==> src/rtl/pwm_pkg.sv <==
package pwm_pkg;
    localparam int NCH    = 4;
    localparam int CW     = 16;
    localparam int SELW   = 3;
    localparam int NSRC   = 1 << SELW;
    localparam int AW     = 8;
    localparam int DW     = 32;
    localparam int CHW    = (NCH > 1) ? $clog2(NCH) : 1;
    localparam int MODE_W = SELW + 3;

    typedef struct packed {
        logic            upd_prd;
        logic            pol;
        logic            center;
        logic [SELW-1:0] csel;
    } mode_t;

    typedef enum logic [1:0] {
        G_START = 2'd0,
        G_STOP  = 2'd1,
        G_IEN   = 2'd2,
        G_CLR   = 2'd3
    } greg_e;

    typedef enum logic [1:0] {
        C_MODE = 2'd0,
        C_PRD  = 2'd1,
        C_DUTY = 2'd2,
        C_UPD  = 2'd3
    } creg_e;

    function automatic logic at_end(input mode_t m, input logic dn,
                                    input logic [CW-1:0] c, input logic [CW-1:0] p);
        if (m.center)
            return dn && (c <= CW'(1));
        return ({1'b0, c} + (CW+1)'(1)) >= {1'b0, p};
    endfunction
endpackage

==> src/rtl/pwm_prescaler.sv <==
module pwm_prescaler
    import pwm_pkg::*;
(
    input  logic            clk,
    input  logic            rst,
    output logic [NSRC-1:0] tick
);
    logic [NSRC-2:0] div;

    always_ff @(posedge clk) begin
        if (rst) div <= '0;
        else     div <= div + 1'b1;
    end

    assign tick[0] = 1'b1;
    for (genvar k = 1; k < NSRC; k++) begin : g_tap
        assign tick[k] = &div[k-1:0];
    end
endmodule

==> src/rtl/pwm_channel.sv <==
module pwm_channel
    import pwm_pkg::*;
(
    input  logic            clk,
    input  logic            rst,
    input  logic [NSRC-1:0] tick,
    input  logic            start,
    input  logic            stop,
    input  mode_t           mode,
    input  logic            wr_prd,
    input  logic            wr_duty,
    input  logic            wr_upd,
    input  logic [CW-1:0]   wdata,
    output logic            active,
    output logic            pwm,
    output logic            eop
);
    logic [CW-1:0] cnt, prd, duty, pval, cnt_nx;
    logic          dn, dn_nx, pend, step, launch;

    assign step   = active && tick[mode.csel];
    assign eop    = step && at_end(mode, dn, cnt, prd);
    assign launch = start && !active;
    assign pwm    = active ? ((cnt < duty) ? mode.pol : ~mode.pol) : ~mode.pol;

    always_comb begin
        cnt_nx = cnt + 1'b1;
        dn_nx  = dn;
        if (!mode.center) begin
            dn_nx = 1'b0;
            if (eop) cnt_nx = '0;
        end else if (!dn) begin
            if (cnt >= prd) begin
                dn_nx  = 1'b1;
                cnt_nx = cnt - 1'b1;
            end
        end else if (cnt <= CW'(1)) begin
            cnt_nx = '0;
            dn_nx  = 1'b0;
        end else begin
            cnt_nx = cnt - 1'b1;
        end
    end

    always_ff @(posedge clk) begin
        if (rst) begin
            active <= 1'b0;
            cnt    <= '0;
            dn     <= 1'b0;
        end else if (stop) begin
            active <= 1'b0;
            cnt    <= '0;
            dn     <= 1'b0;
        end else if (launch) begin
            active <= 1'b1;
            cnt    <= '0;
            dn     <= 1'b0;
        end else if (step) begin
            cnt    <= cnt_nx;
            dn     <= dn_nx;
        end
    end

    always_ff @(posedge clk) begin
        if (rst) begin
            pend <= 1'b0;
            pval <= '0;
        end else if (stop || launch) begin
            pend <= 1'b0;
        end else if (wr_upd && active) begin
            pend <= 1'b1;
            pval <= wdata;
        end else if (eop) begin
            pend <= 1'b0;
        end
    end

    always_ff @(posedge clk) begin
        if (rst) begin
            prd  <= '0;
            duty <= '0;
        end else if (!active) begin
            if (wr_prd)  prd  <= wdata;
            if (wr_duty) duty <= wdata;
        end else if (!stop && eop && pend) begin
            if (mode.upd_prd) prd  <= pval;
            else              duty <= pval;
        end
    end
endmodule

==> src/rtl/pwm_events.sv <==
module pwm_events
    import pwm_pkg::*;
(
    input  logic           clk,
    input  logic           rst,
    input  logic [NCH-1:0] eop,
    input  logic [NCH-1:0] ien,
    input  logic [NCH-1:0] clr,
    output logic [NCH-1:0] irq,
    output logic [NCH-1:0] status
);
    always_ff @(posedge clk) begin
        if (rst) begin
            irq    <= '0;
            status <= '0;
        end else begin
            irq    <= eop & ien;
            status <= (status & ~clr) | eop;
        end
    end
endmodule

==> src/rtl/pwm_multi.sv <==
module pwm_multi
    import pwm_pkg::*;
(
    input  logic           clk,
    input  logic           rst,
    input  logic           wr_en,
    input  logic [AW-1:0]  wr_addr,
    input  logic [DW-1:0]  wr_data,
    output logic [NCH-1:0] pwm_out,
    output logic [NCH-1:0] ch_active,
    output logic [NCH-1:0] irq_pulse,
    output logic [NCH-1:0] eop_status
);
    logic [NSRC-1:0] ticks;
    logic [NCH-1:0]  start_m, stop_m, clr_m, ien_q, eop_v, ch_we, pol_vec;
    logic            glb_we, ch_space;
    greg_e           greg;
    creg_e           creg;
    mode_t           mode_q [NCH];
    logic            unused_wr;

    assign unused_wr = ^wr_data[DW-1:CW];
    assign greg      = greg_e'(wr_addr[1:0]);
    assign creg      = creg_e'(wr_addr[1:0]);
    assign glb_we    = wr_en && !wr_addr[AW-1];
    assign ch_space  = wr_en && wr_addr[AW-1] && (wr_addr[AW-2:2+CHW] == '0);
    assign start_m   = (glb_we && greg == G_START) ? wr_data[NCH-1:0] : '0;
    assign stop_m    = (glb_we && greg == G_STOP)  ? wr_data[NCH-1:0] : '0;
    assign clr_m     = (glb_we && greg == G_CLR)   ? wr_data[NCH-1:0] : '0;

    always_ff @(posedge clk) begin
        if (rst)                         ien_q <= '0;
        else if (glb_we && greg == G_IEN) ien_q <= wr_data[NCH-1:0];
    end

    pwm_prescaler u_pre (.clk(clk), .rst(rst), .tick(ticks));

    for (genvar i = 0; i < NCH; i++) begin : g_ch
        assign ch_we[i]   = ch_space && (wr_addr[2 +: CHW] == CHW'(i));
        assign pol_vec[i] = mode_q[i].pol;

        always_ff @(posedge clk) begin
            if (rst)                          mode_q[i] <= '0;
            else if (ch_we[i] && creg == C_MODE) mode_q[i] <= mode_t'(wr_data[MODE_W-1:0]);
        end

        pwm_channel u_ch (
            .clk     (clk),
            .rst     (rst),
            .tick    (ticks),
            .start   (start_m[i]),
            .stop    (stop_m[i]),
            .mode    (mode_q[i]),
            .wr_prd  (ch_we[i] && creg == C_PRD),
            .wr_duty (ch_we[i] && creg == C_DUTY),
            .wr_upd  (ch_we[i] && creg == C_UPD),
            .wdata   (wr_data[CW-1:0]),
            .active  (ch_active[i]),
            .pwm     (pwm_out[i]),
            .eop     (eop_v[i])
        );
    end

    pwm_events u_evt (
        .clk    (clk),
        .rst    (rst),
        .eop    (eop_v),
        .ien    (ien_q),
        .clr    (clr_m),
        .irq    (irq_pulse),
        .status (eop_status)
    );
endmodule

==> config.mk <==
export PLATFORM = sky130hd
export DESIGN_NAME = pwm_multi
export DESIGN_NICKNAME = d
export VERILOG_FILES = /design/src/rtl/pwm_pkg.sv /design/src/rtl/pwm_prescaler.sv /design/src/rtl/pwm_channel.sv /design/src/rtl/pwm_events.sv /design/src/rtl/pwm_multi.sv
export SDC_FILE = /design/constraint.sdc
export NUM_CORES = 1
export LEC_CHECK = 0
export BUFFER_PORTS_ARGS = -buffer_cell sky130_fd_sc_hd__clkbuf_2
export CORE_MARGIN = 10
export CORE_UTILIZATION = 50
export CTS_CLUSTER_DIAMETER = 50
export DETAILED_ROUTE_END_ITERATION = 8
export MAX_ROUTING_LAYER = met4
export PLACE_DENSITY = 0.76
export REMOVE_ABC_BUFFERS = 1
export SYNTH_ARGS = -nofsm -noshare
export SYNTH_HDL_FRONTEND = slang
export SYNTH_SLANG_ARGS = --single-unit
==> constraint.sdc <==
create_clock -name clk -period 9.9 [get_ports clk]
set_input_delay 0.99 -clock clk [delete_from_list [all_inputs] [get_ports clk]]
set_output_delay 0.99 -clock clk [all_outputs]
set_load 0.02 [all_outputs]
# == Yosys cells after proc, flatten, opt, wreduce, memory -nomap -nowiden ==
# Memory sizes are Yosys's and may differ from the RTL's.
# Index checks and enable logic that the tools add are counted.
# classes
n_addsub,13
n_lt_le_gt_ge,20
n_eq_ne,18
n_mux,125
bitwise,16
reduce_logical,113
# ops
operator,n
$mux W16,52
$add A16 B1 Y17 const B,4
$ge A17 B16 Y1,4
$add A16 B1 Y16 const B,4
$ge A16 B16 Y1,4
$le A16 B1 Y1 const B,4
$lt A16 B16 Y1,4
$sub A16 B1 Y16 const B,4
$mux W1,62
$logic_and A1 B1 Y1,55
$reduce_and A3 Y1,9
$mux W6,4
$reduce_bool A2 Y1,12
$lt A3 B4 Y1 const B,4
$ne A2 B2 Y1 const B,8
$reduce_or A2 Y1,8
$bmux W1 S3,4
$mux W4,3
$reduce_or A3 Y1,4
$reduce_and A2 Y1,5
$logic_not A1 Y1,9
$and A4 B4 Y4,2
$eq A2 B2 Y1 const B,4
$ne A2 B1 Y1 const B,4
13 further kinds,28
# word_totals
ff_bits,287
mem_bits_rw,24
output_inout_bits,16
word_cells,338
mem_count,1
# mem_list
memory,words,word_bits,read_ports,rd_clocked_by_memory_dff,write_ports,line_no,rtl
mode_q,4,6,4,0,4,pwm_multi.sv:19,mode_t mode_q [NCH];

# == Depth between registers and ports, before layout ==
# Gate-level depths: netlist (run 1).
# depth
depth_word,9
ltp_mapped,17
mapped_depth_nobuf,15

# == Cells and area by module ==
# Synthesis (run 1) repeated with hierarchy kept, for this count alone.
# unflattened
hier_cells,2556
hier_area_um2,21513.1
# modules_own_cells
module,n_inst,cells_per_inst,area_per_inst_um2
pwm_channel (g_ch[0].u_ch ...),2,584,4875.9
pwm_channel (g_ch[3].u_ch),1,633,5139.9
pwm_channel (g_ch[1].u_ch),1,566,4638.2
pwm_multi,1,128,1357.6
pwm_events,1,29,321.6
pwm_prescaler,1,32,304.0

# == Worst setup path after synthesis (run 1) ==
# No wires, ideal clock.
# synth_timing
path_type,reg-to-reg
start,reg g_ch[0].u_ch.cnt[1]
end,reg g_ch[0].u_ch.prd[2]
setup_ps,134
arrival_time_ps,3654
required_time_ps,9766
path_slack_ps,6112
stages_incl_launch_ff,17
n_path_buf,1
synth_period_minus_slack_ps,3788
path_cell_list,dfxtp_1 ha_1 nand4_1 nor2_1 nand3_1 nor2_1 xor2_1 ha_1 nand4_1 or4_1 a211o_1 a32oi_1 and3_1 a22oi_1 clkbuf_1 nor2_1 a211oi_1
# synth_via
elab_chain_cells,9
word_cells_on_any_way,11
cone_classes,1 x add/sub; 2 x order compare; 1 x eq/ne; 2 x mux; 5 x reduce/logical
# synth_rtl
item,line_no,rtl
start: declaration,pwm_channel.sv:18,"logic [CW-1:0] cnt, prd, duty, pval, cnt_nx;"
start signal: assignment,pwm_channel.sv:59,cnt <= cnt_nx;
branches (longest 3 deep; another with $add A16 B1 Y17),-,
$mux W1 *,pwm_pkg.sv:36,"return ({1'b0, c} + (CW+1)'(1)) >= {1'b0, p};"
$logic_and A1 B1 Y1 *,pwm_channel.sv:22,"assign eop = step && at_end(mode, dn, cnt, prd);"
$logic_and A1 B1 Y1 * (2 in a row),pwm_channel.sv:85,end else if (!stop && eop && pend) begin
$ne A2 B2 Y1 (no source line) *,-,
$reduce_and A3 Y1 (no source line) *,-,
end signal: assignment,pwm_channel.sv:83,if (wr_prd) prd <= wdata;
end signal: assignment,pwm_channel.sv:86,if (mode.upd_prd) prd <= pval;
end: declaration,pwm_channel.sv:18,
# Every way passes the cells marked *. The select of a mux whose other input is x is not followed.
# A chain may end at the register's enable or synchronous reset.

# == Final worst setup path (run 1) ==
# layout_timing
start,reg g_ch[1].u_ch.cnt[2]
end,reg g_ch[1].u_ch.duty[3]
# layout_via
elab_chain_cells,9
word_cells_on_any_way,11
cone_classes,1 x add/sub; 2 x order compare; 1 x eq/ne; 2 x mux; 5 x reduce/logical
# layout_rtl
item,line_no,rtl
start: declaration,pwm_channel.sv:18,
start signal: assignment,pwm_channel.sv:59,
branches (longest 3 deep; another with $add A16 B1 Y17),-,
$mux W1 *,pwm_pkg.sv:36,
$logic_and A1 B1 Y1 *,pwm_channel.sv:22,
$logic_and A1 B1 Y1 * (2 in a row),pwm_channel.sv:85,
$ne A2 B2 Y1 (no source line) *,-,
$reduce_and A3 Y1 (no source line) *,-,
end signal: assignment,pwm_channel.sv:84,if (wr_duty) duty <= wdata;
end signal: assignment,pwm_channel.sv:87,else duty <= pval;
end: declaration,pwm_channel.sv:18,
# Marks and branches as above.

==> results of run 1 <==
[cell type report]
class                   instances  area, µm²
diodes                          2       5.00
clock buffers                  51       1110
clock inverters                23        292
fillers                      3644      17900
inverters                     150        563
multi-input cells            1888      12700
flip-flops and latches        311       6470
well taps                     525        657
repair buffers                 53        299
[routing by layer]
metal,vias to the layer above,wire length (µm),track usage
met5,-,0,-
met4,0,1780,0.0783
met3,122,3350,0.0298
met2,631,25400,0.354
met1,8600,23900,0.268
li1,8794,-,-
[where the power goes]
part           leakage (nW)  internal [mW]  total [mW]  switching (mW)
logic                  5.41         0.0765       0.228           0.151
clock network         0.678          0.941        1.54           0.603
registers              2.54           1.28        1.29          0.0139
total                  8.63           2.29        3.06           0.768
[layout by cell type (no fill, tap or decap), drive strengths merged, types with 12 or more instances in the layout]
| master | synthesis | routed |
|---|---|---|
| a221oi | 23 | 23 |
| ha | 203 | 203 |
| nor2 | 250 | 250 |
| buf | 37 | 12 |
| a31oi | 43 | 43 |
| a211oi | 80 | 80 |
| xnor2 | 48 | 48 |
| clkbuf | 134 | 92 |
| mux2i | 80 | 80 |
| edfxtp | 24 | 24 |
| mux2 | 46 | 46 |
| or2 | 20 | 20 |
| a21o | 22 | 22 |
| a21oi | 183 | 183 |
| nand4 | 26 | 26 |
| xor2 | 28 | 28 |
| a22oi | 13 | 13 |
| inv | 150 | 158 |
| o21ai | 125 | 125 |
| nand2 | 262 | 262 |
| nand3 | 72 | 72 |
| nor4 | 16 | 16 |
| nor2b | 23 | 23 |
| nor3 | 52 | 52 |
| and2 | 34 | 34 |
| and3 | 29 | 29 |
| nand2b | 52 | 52 |
| dfxtp | 287 | 287 |
[path summary, 6_finish.rpt]
path | cells after the start | start | to
worst max-delay path | 15 | g_ch[1].u_ch.cnt[2] | g_ch[1].u_ch.duty[3]
worst min-delay path | 2 | g_ch[2].u_ch.pval[5] | g_ch[2].u_ch.pval[5]
worst max register to register | 15 | g_ch[1].u_ch.cnt[2] | g_ch[1].u_ch.duty[3]
worst min register to register | 2 | g_ch[2].u_ch.pval[5] | g_ch[2].u_ch.pval[5]
[state kept, by name, summed over array words and instances, names as in the netlist]
| name | count |
|---|---|
| u_evt.status | 4 |
| u_evt.irq | 4 |
| u_pre.div | 7 |
| g_ch.u_ch.active | 4 |
| g_ch.u_ch.dn | 4 |
| mode_q | 24 |
| g_ch.u_ch.cnt | 64 |
| g_ch.u_ch.duty | 64 |
| g_ch.u_ch.pval | 64 |
| g_ch.u_ch.pend | 4 |
| ien_q | 4 |
| g_ch.u_ch.prd | 64 |
[metrics by stage]
step | instance area (µm²) | util | instances | worst slack (ns)
2_1_floorplan | 19700 | - | 2349 | 5.46
3_3_place_gp | 20700 | 0.516 | 2927 | 4.89
3_5_place_dp | 20700 | 0.516 | 2927 | 4.77
4_1_cts | 22100 | 0.552 | 3001 | 4.73
5_1_grt | 22100 | 0.552 | 3003 | 4.13
6_report | 22100 | 0.552 | 3003 | 4.63
[worst max-delay path: cells and delay by family (launching register included)]
kind / cells / cell delay (ns)
buf+inv: 1 / 0.15
xor+xnor: 1 / 0.20
simple gates: 7 / 2.25
compound gates: 5 / 1.54
fa+ha+maj: 1 / 0.34
flops: 1 / 0.61
[logic make-up after synthesis]
| logic type | Yosys count | share of synthesized area |
|---|---|---|
| buf+inv | 321 | 0.0631 |
| flops | 311 | 0.317 |
| xor+xnor | 76 | 0.0326 |
| fa+ha+maj | 203 | 0.124 |
| simple gates | 875 | 0.204 |
| mux | 126 | 0.0646 |
| compound gates | 608 | 0.194 |
==> results.md, run 1 <==
• 0.532 — post-route fraction of the period consumed by the critical path
• 1319 — initial detailed-routing violation count
• 5 — number of optimization iterations in the first detailed-route pass
• 139 mW/mm² — power density relative to cell area
• 0.922 — placer's final routability congestion estimate
• 8.10 µm² — Avg Cell Area, Syn
• 5.66 ns — arrival time reported for the critical path endpoint
• reg2reg — class of the tightest hold or removal check
• 0.0400 mm² — core outline area
• 93 — largest net degree at the start of global routing
• 73 — number of placement rows
• 2520 — Post-Syn Instances
• 5.27 ns — final critical-path required period
• 3 — maximum buffer depth of the clock tree
• 59 — number of primary I/O pins
• 0 — total count of max-transition violations in the final report
• register — Worst Setup Start Kind
• 0 ns — Fin Setup TNS
• 2 — antenna violations before repair
• reg2reg — Critical Setup Path Class
• 40 — number of buffers inserted during clock tree synthesis
• sky130_fd_sc_hd__clkbuf_16 — CTS root buf
• 0.0493 mm² — floorplan die area
• sky130_fd_sc_hd__nand4_1 — most used cell, CP
• finished clean — status
• sky130_fd_sc_hd__dfxtp_1 — Main synth FF type
• 0 — max-cap violation count
• 0 — Gates resized, CTS repair
• 4.63 ns — setup slack of the most critical reg-to-reg path
• 38600 µm — post-detail-place hpwl
• 0 — drt drc
• 0.281 — area share of the largest cell type after synthesis
• register — nature of the critical path endpoint
• 0.454 ns — worst hold slack
• 2 — H-Tree Depth
• 222 µm — vertical extent of the die
• 0 — Yosys warnings
• 17501 — via count of the first global-routing pass
• 0 — number of hold buffers added after CTS
• 0.186 — Relative slew margins
• 0.0872 — proportion of layout cells with a drive suffix above 1
• 18147 — via count
• 0.83 ns — delay of the slowest cell on the worst path
• 3.06 mW — Power Total
• 287 x sky130_fd_sc_hd__dfxtp_1, 262 x sky130_fd_sc_hd__nand2_1, 250 x sky130_fd_sc_hd__nor2_1 — list of most frequent post-synthesis cells
• 88900 µm — global-route wire length before repair
• 0 — gr ovfl total
• 10.29 ns — WP data required
• 0 — number of setup buffers added after CTS
• 311 — sinks on the clock net
• false — RSZ-0062 raised after global routing
• nand3_1 -> nor3_1 -> nand4_1 -> inv_1 -> nand4_1 -> xnor2_1 -> ha_1 -> nand4_1 -> nor2_1 -> a41o_1 -> o21ai_1 -> a2111oi_1 -> nand2_1 -> o21ai_0 -> a31oi_1 — cells along the critical path
• sky130_fd_sc_hd__dfxtp_1 — post-synthesis cell type with the largest combined area
• 32 — highest net fanout along the worst path
• 6.04 — routed via count divided by cell count
• 0 — hold violation total from the final report
• 8.14% — area growth from synthesis to final layout
• 18.1 µm — average detailed-routed wire length per instance
• yes — clock tree from TritonCTS
• sky130_fd_sc_hd__nand2_1 — slowest cell on the critical path
• 0.202 mV — Peak supply drop
• 0.0204 mm² — synthesized cell area
• 54400 µm — overall routed net length
• 311 — number of storage elements in the synthesis netlist
• 1.22 ns — slew at the pin closest to its max-slew limit
• 0 — Async S/R FF share, synth
• 0.56 ns — source-to-sink clock delay at the later pin of the worst-skew pair
• 87 — number of unique standard cell types used by synthesis
• sky130_fd_sc_hd__dfxtp_1 28%, sky130_fd_sc_hd__ha_1 12%, sky130_fd_sc_hd__nand2_1 4.8% — cell types with the largest area share after synthesis
• 222 µm — width of the chip
• 0.510 — Starting Density
• 42 — Port Buffers
• sky130_fd_sc_hd__dfxtp_1 — cell with the most instances after synthesis
• 8.63 nW — leakage dissipation
• 190 MHz — max frequency
• 24 — number of enable-type register cells in the synthesized netlist
• 0 — Antenna Violating Nets Remaining
• 0.217 — global routing usage summed across all routing layers
• 0 — total setup violations reported at the end of the flow
• 2690 — Layout Nets
• 0.0128 ns — worst setup skew after layout
• 0.06 ns — clock slew seen by the registers of the worst setup and hold paths
• 0.317 — Seq/Total Area, Yosys
No activity file was read; power rests on OpenSTA's default activity.
==> run 2: changes to the inputs <==
- ABC_AREA: unset -> 1
- clock period: 9.9 -> 5.3 ns (I/O delays scaled with it)
==> run 2 against run 1 <==
  * Critical endpoint is now g_ch[3].u_ch.prd[11]
  * Setup slack got worse by 3.4 ns
  * Non-clock buffer count rose by 12
  * Cell count grew 22%
  * Total power up 96%
  * Cell area grew 3.7%
==> results.md, run 2 <==
• finished clean — status
• in2reg — class of the tightest hold or removal check
• 6.00 mW — Power Total
• 4053 — total of fill cells in the finished design
• sky130_fd_sc_hd__dfxtp_1 — slowest cell on the critical path
• 75 — number of placement rows
• 311 — number of storage elements in the synthesis netlist
• 0.229 mV — Peak supply drop
• 0.58 ns — source-to-sink clock delay at the later pin of the worst-skew pair
• reg2reg — Critical Setup Path Class
• 4.11 ns — final critical-path required period
• 0.196 — Relative slew margins
• 6.71 µm² — Avg Cell Area, Syn
• 0.776 — post-route fraction of the period consumed by the critical path
• 0 — hold violation total from the final report
• 4.57 ns — arrival time reported for the critical path endpoint
• sky130_fd_sc_hd__nand2_1 — most common library cell in the layout ignoring fill and taps
• 627 x sky130_fd_sc_hd__nand2_1, 388 x sky130_fd_sc_hd__inv_1, 376 x sky130_fd_sc_hd__a21oi_1, 314 x sky130_fd_sc_hd__nor2_1, 287 x sky130_fd_sc_hd__dfxtp_1 — most used cells in the layout excluding fill and tap cells
• 627 x sky130_fd_sc_hd__nand2_1, 389 x sky130_fd_sc_hd__inv_1, 376 x sky130_fd_sc_hd__a21oi_1 — list of most frequent post-synthesis cells
• 18035 — via count of the first global-routing pass
• 0 — Gates resized, CTS repair
• 0 — number of setup buffers added after CTS
• false — RSZ-0062 raised after global routing
• 0.06 ns — clock slew seen by the registers of the worst setup and hold paths
• 86 — largest net degree at the start of global routing
• sky130_fd_sc_hd__dfxtp_1 27%, sky130_fd_sc_hd__ha_1 12%, sky130_fd_sc_hd__nand2_1 11% — cell types with the largest area share after synthesis
• 6 — number of optimization iterations in the first detailed-route pass
• 42 — number of buffers inserted during clock tree synthesis
• 0.0211 mm² — synthesized cell area
• 8.72% — area growth from synthesis to final layout
• 3595 — number of instances in the placed design
• 3346 — Layout Nets
• 0 — total count of max-transition violations in the final report
• 24 — number of enable-type register cells in the synthesized netlist
• 5.76 ns — WP data required
• simple AND/OR/NAND/NOR gates — Top Family by Delay on Critical Path
• 3672 — Cell Count, Final, Fillers Out
• 3 — maximum buffer depth of the clock tree
• yes — clock tree from TritonCTS
• 1.28 ns — pre-CTS setup slack
• 36 — highest net fanout along the worst path
• register — nature of the critical path endpoint
• 0.0569 — proportion of layout cells with a drive suffix above 1
• 0 — total setup violations reported at the end of the flow
• 0.548 — share of the core filled with cells in the final layout
• 49 — number of unique standard cell types used by synthesis
• 0.307 — Seq/Total Area, Yosys
• 0.0507 mm² — floorplan die area
• 39400 µm — post-detail-place hpwl
• 1 — antenna violations before repair
• 225 µm — vertical extent of the die
• sky130_fd_sc_hd__clkbuf_16 — CTS root buf
• sky130_fd_sc_hd__nand2_1 — most used cell, CP
• sky130_fd_sc_hd__dfxtp_1 — Main synth FF type
• 2 — H-Tree Depth
• 0 — number of hold buffers added after CTS
• 1.20 ns — slew at the pin closest to its max-slew limit
• 5.40 — routed via count divided by cell count
• 0.0156 ns — worst setup skew after layout
• 19815 — via count
• 0.315 ns — worst hold slack
• sky130_fd_sc_hd__dfxtp_1 — post-synthesis cell type with the largest combined area
• 0.273 — area share of the largest cell type after synthesis
• 15.2 µm — average detailed-routed wire length per instance
• 1.19 ns — crit path setup slack, layout
• 55800 µm — overall routed net length
• 0 — drt drc
• 0 — gr ovfl total
• 90900 µm — global-route wire length before repair
• 262 mW/mm² — power density relative to cell area
• 0 — Yosys warnings
• 0.504 — Starting Density
• 0.0418 mm² — core outline area
• 0.223 — global routing usage summed across all routing layers
• 243 MHz — max frequency
• 4 — crit path buf inv count
• 0 ns — Fin Setup TNS
• 10.9 nW — leakage dissipation
• 42 — Port Buffers
• 59 — number of primary I/O pins
• 311 — sinks on the clock net
• 0 — max-cap violation count
• 225 µm — width of the chip
• 0.0215 mm² — cell area reported after detailed placement
• 0.945 — placer's final routability congestion estimate
• nand2_1 -> nor3b_1 -> nand3_1 -> nor2_1 -> inv_1 -> nand2_1 -> inv_1 -> ha_1 -> nand2_1 -> nor2_1 -> inv_1 -> nor2_1 -> nand2_1 -> nand2_1 -> nand2_1 -> nand2_1 -> nand2_1 -> nand2_1 -> nand3_1 -> nand2_2 -> buf_4 -> nand3_1 -> nand2_1 -> nor2_1 — cells along the critical path
• 0 — Async S/R FF share, synth
• 3140 — Post-Syn Instances
• register — Worst Setup Start Kind
• 0 — Antenna Violating Nets Remaining
• 1306 — initial detailed-routing violation count
• 0.57 ns — delay of the slowest cell on the worst path
• 0.0229 mm² — final std cell area, no fill
• sky130_fd_sc_hd__nand2_1 — cell with the most instances after synthesis
==> run 2: changes by cell type after synthesis, sizes merged, moves of 80 or more <==
cell and delta:
a21oi +194, inv +247, mux2i -80, nand2 +374
nand3 +174, o21ai +144
==> run 2: final timing paths <==
path	end	cells past startpoint	start	slack, ns
max	g_ch[3].u_ch.prd[11]	24	g_ch[3].u_ch.cnt[6]	1.19
min	g_ch[0].u_ch.pval[4]	3	wr_data[4]	0.31
max reg2reg	g_ch[3].u_ch.prd[11]	24	g_ch[3].u_ch.cnt[6]	1.19
min reg2reg	u_evt.irq[2]	2	ien_q[2]	0.45
==> run 2: layout make-up <==
cell class / instances / area, µm² / share of cell area
tap: 539 / 674 / 0.0295
antenna: 2 / 5.00 / 0.000219
clock buffer: 56 / 1200 / 0.0522
clock inverter: 19 / 204 / 0.00891
timing repair buffer: 65 / 383 / 0.0167
multi-input combinational: 2279 / 12500 / 0.544
sequential: 311 / 6470 / 0.282
inverter: 401 / 1510 / 0.0660
==> run 2: logic make-up (layout without fill, tap and decap cells) <==
group,after synthesis,in the layout,synth area share
and+or+nand+nor,1298,1298,0.259
AOI/OAI and AO/OA,684,684,0.168
buffers and inverters,550,541,0.105
DFF,311,311,0.307
adders and majority gates,203,203,0.121
xor gates and xnor gates,94,94,0.0391
other,0,2,0
==> run 2: power by group <==
part	internal (mW)	leakage [nW]	switching, mW	total (mW)
registers	2.41	2.54	0.0412	2.45
logic	0.215	7.68	0.456	0.672
clock network	1.71	0.690	1.17	2.88
total	4.33	10.9	1.67	6.00
==> run 2: tightest hold or removal path, cell delays in order <==
cell and delay [ns]:
sky130_fd_sc_hd__clkbuf_2 0.11, sky130_fd_sc_hd__o21ai_0 0.08, sky130_fd_sc_hd__a21oi_1 0.12
==> run 2: per-layer routing <==
layer  vias to the layer above  wire, µm  track usage  share of wire
met1                      8933     25400        0.285           0.46
met3                       123      3200       0.0318          0.057
met5                         -         0            -              0
met4                         0      1870       0.0863          0.034
met2                       534     25300        0.353           0.45
li1                      10225         -            -              -
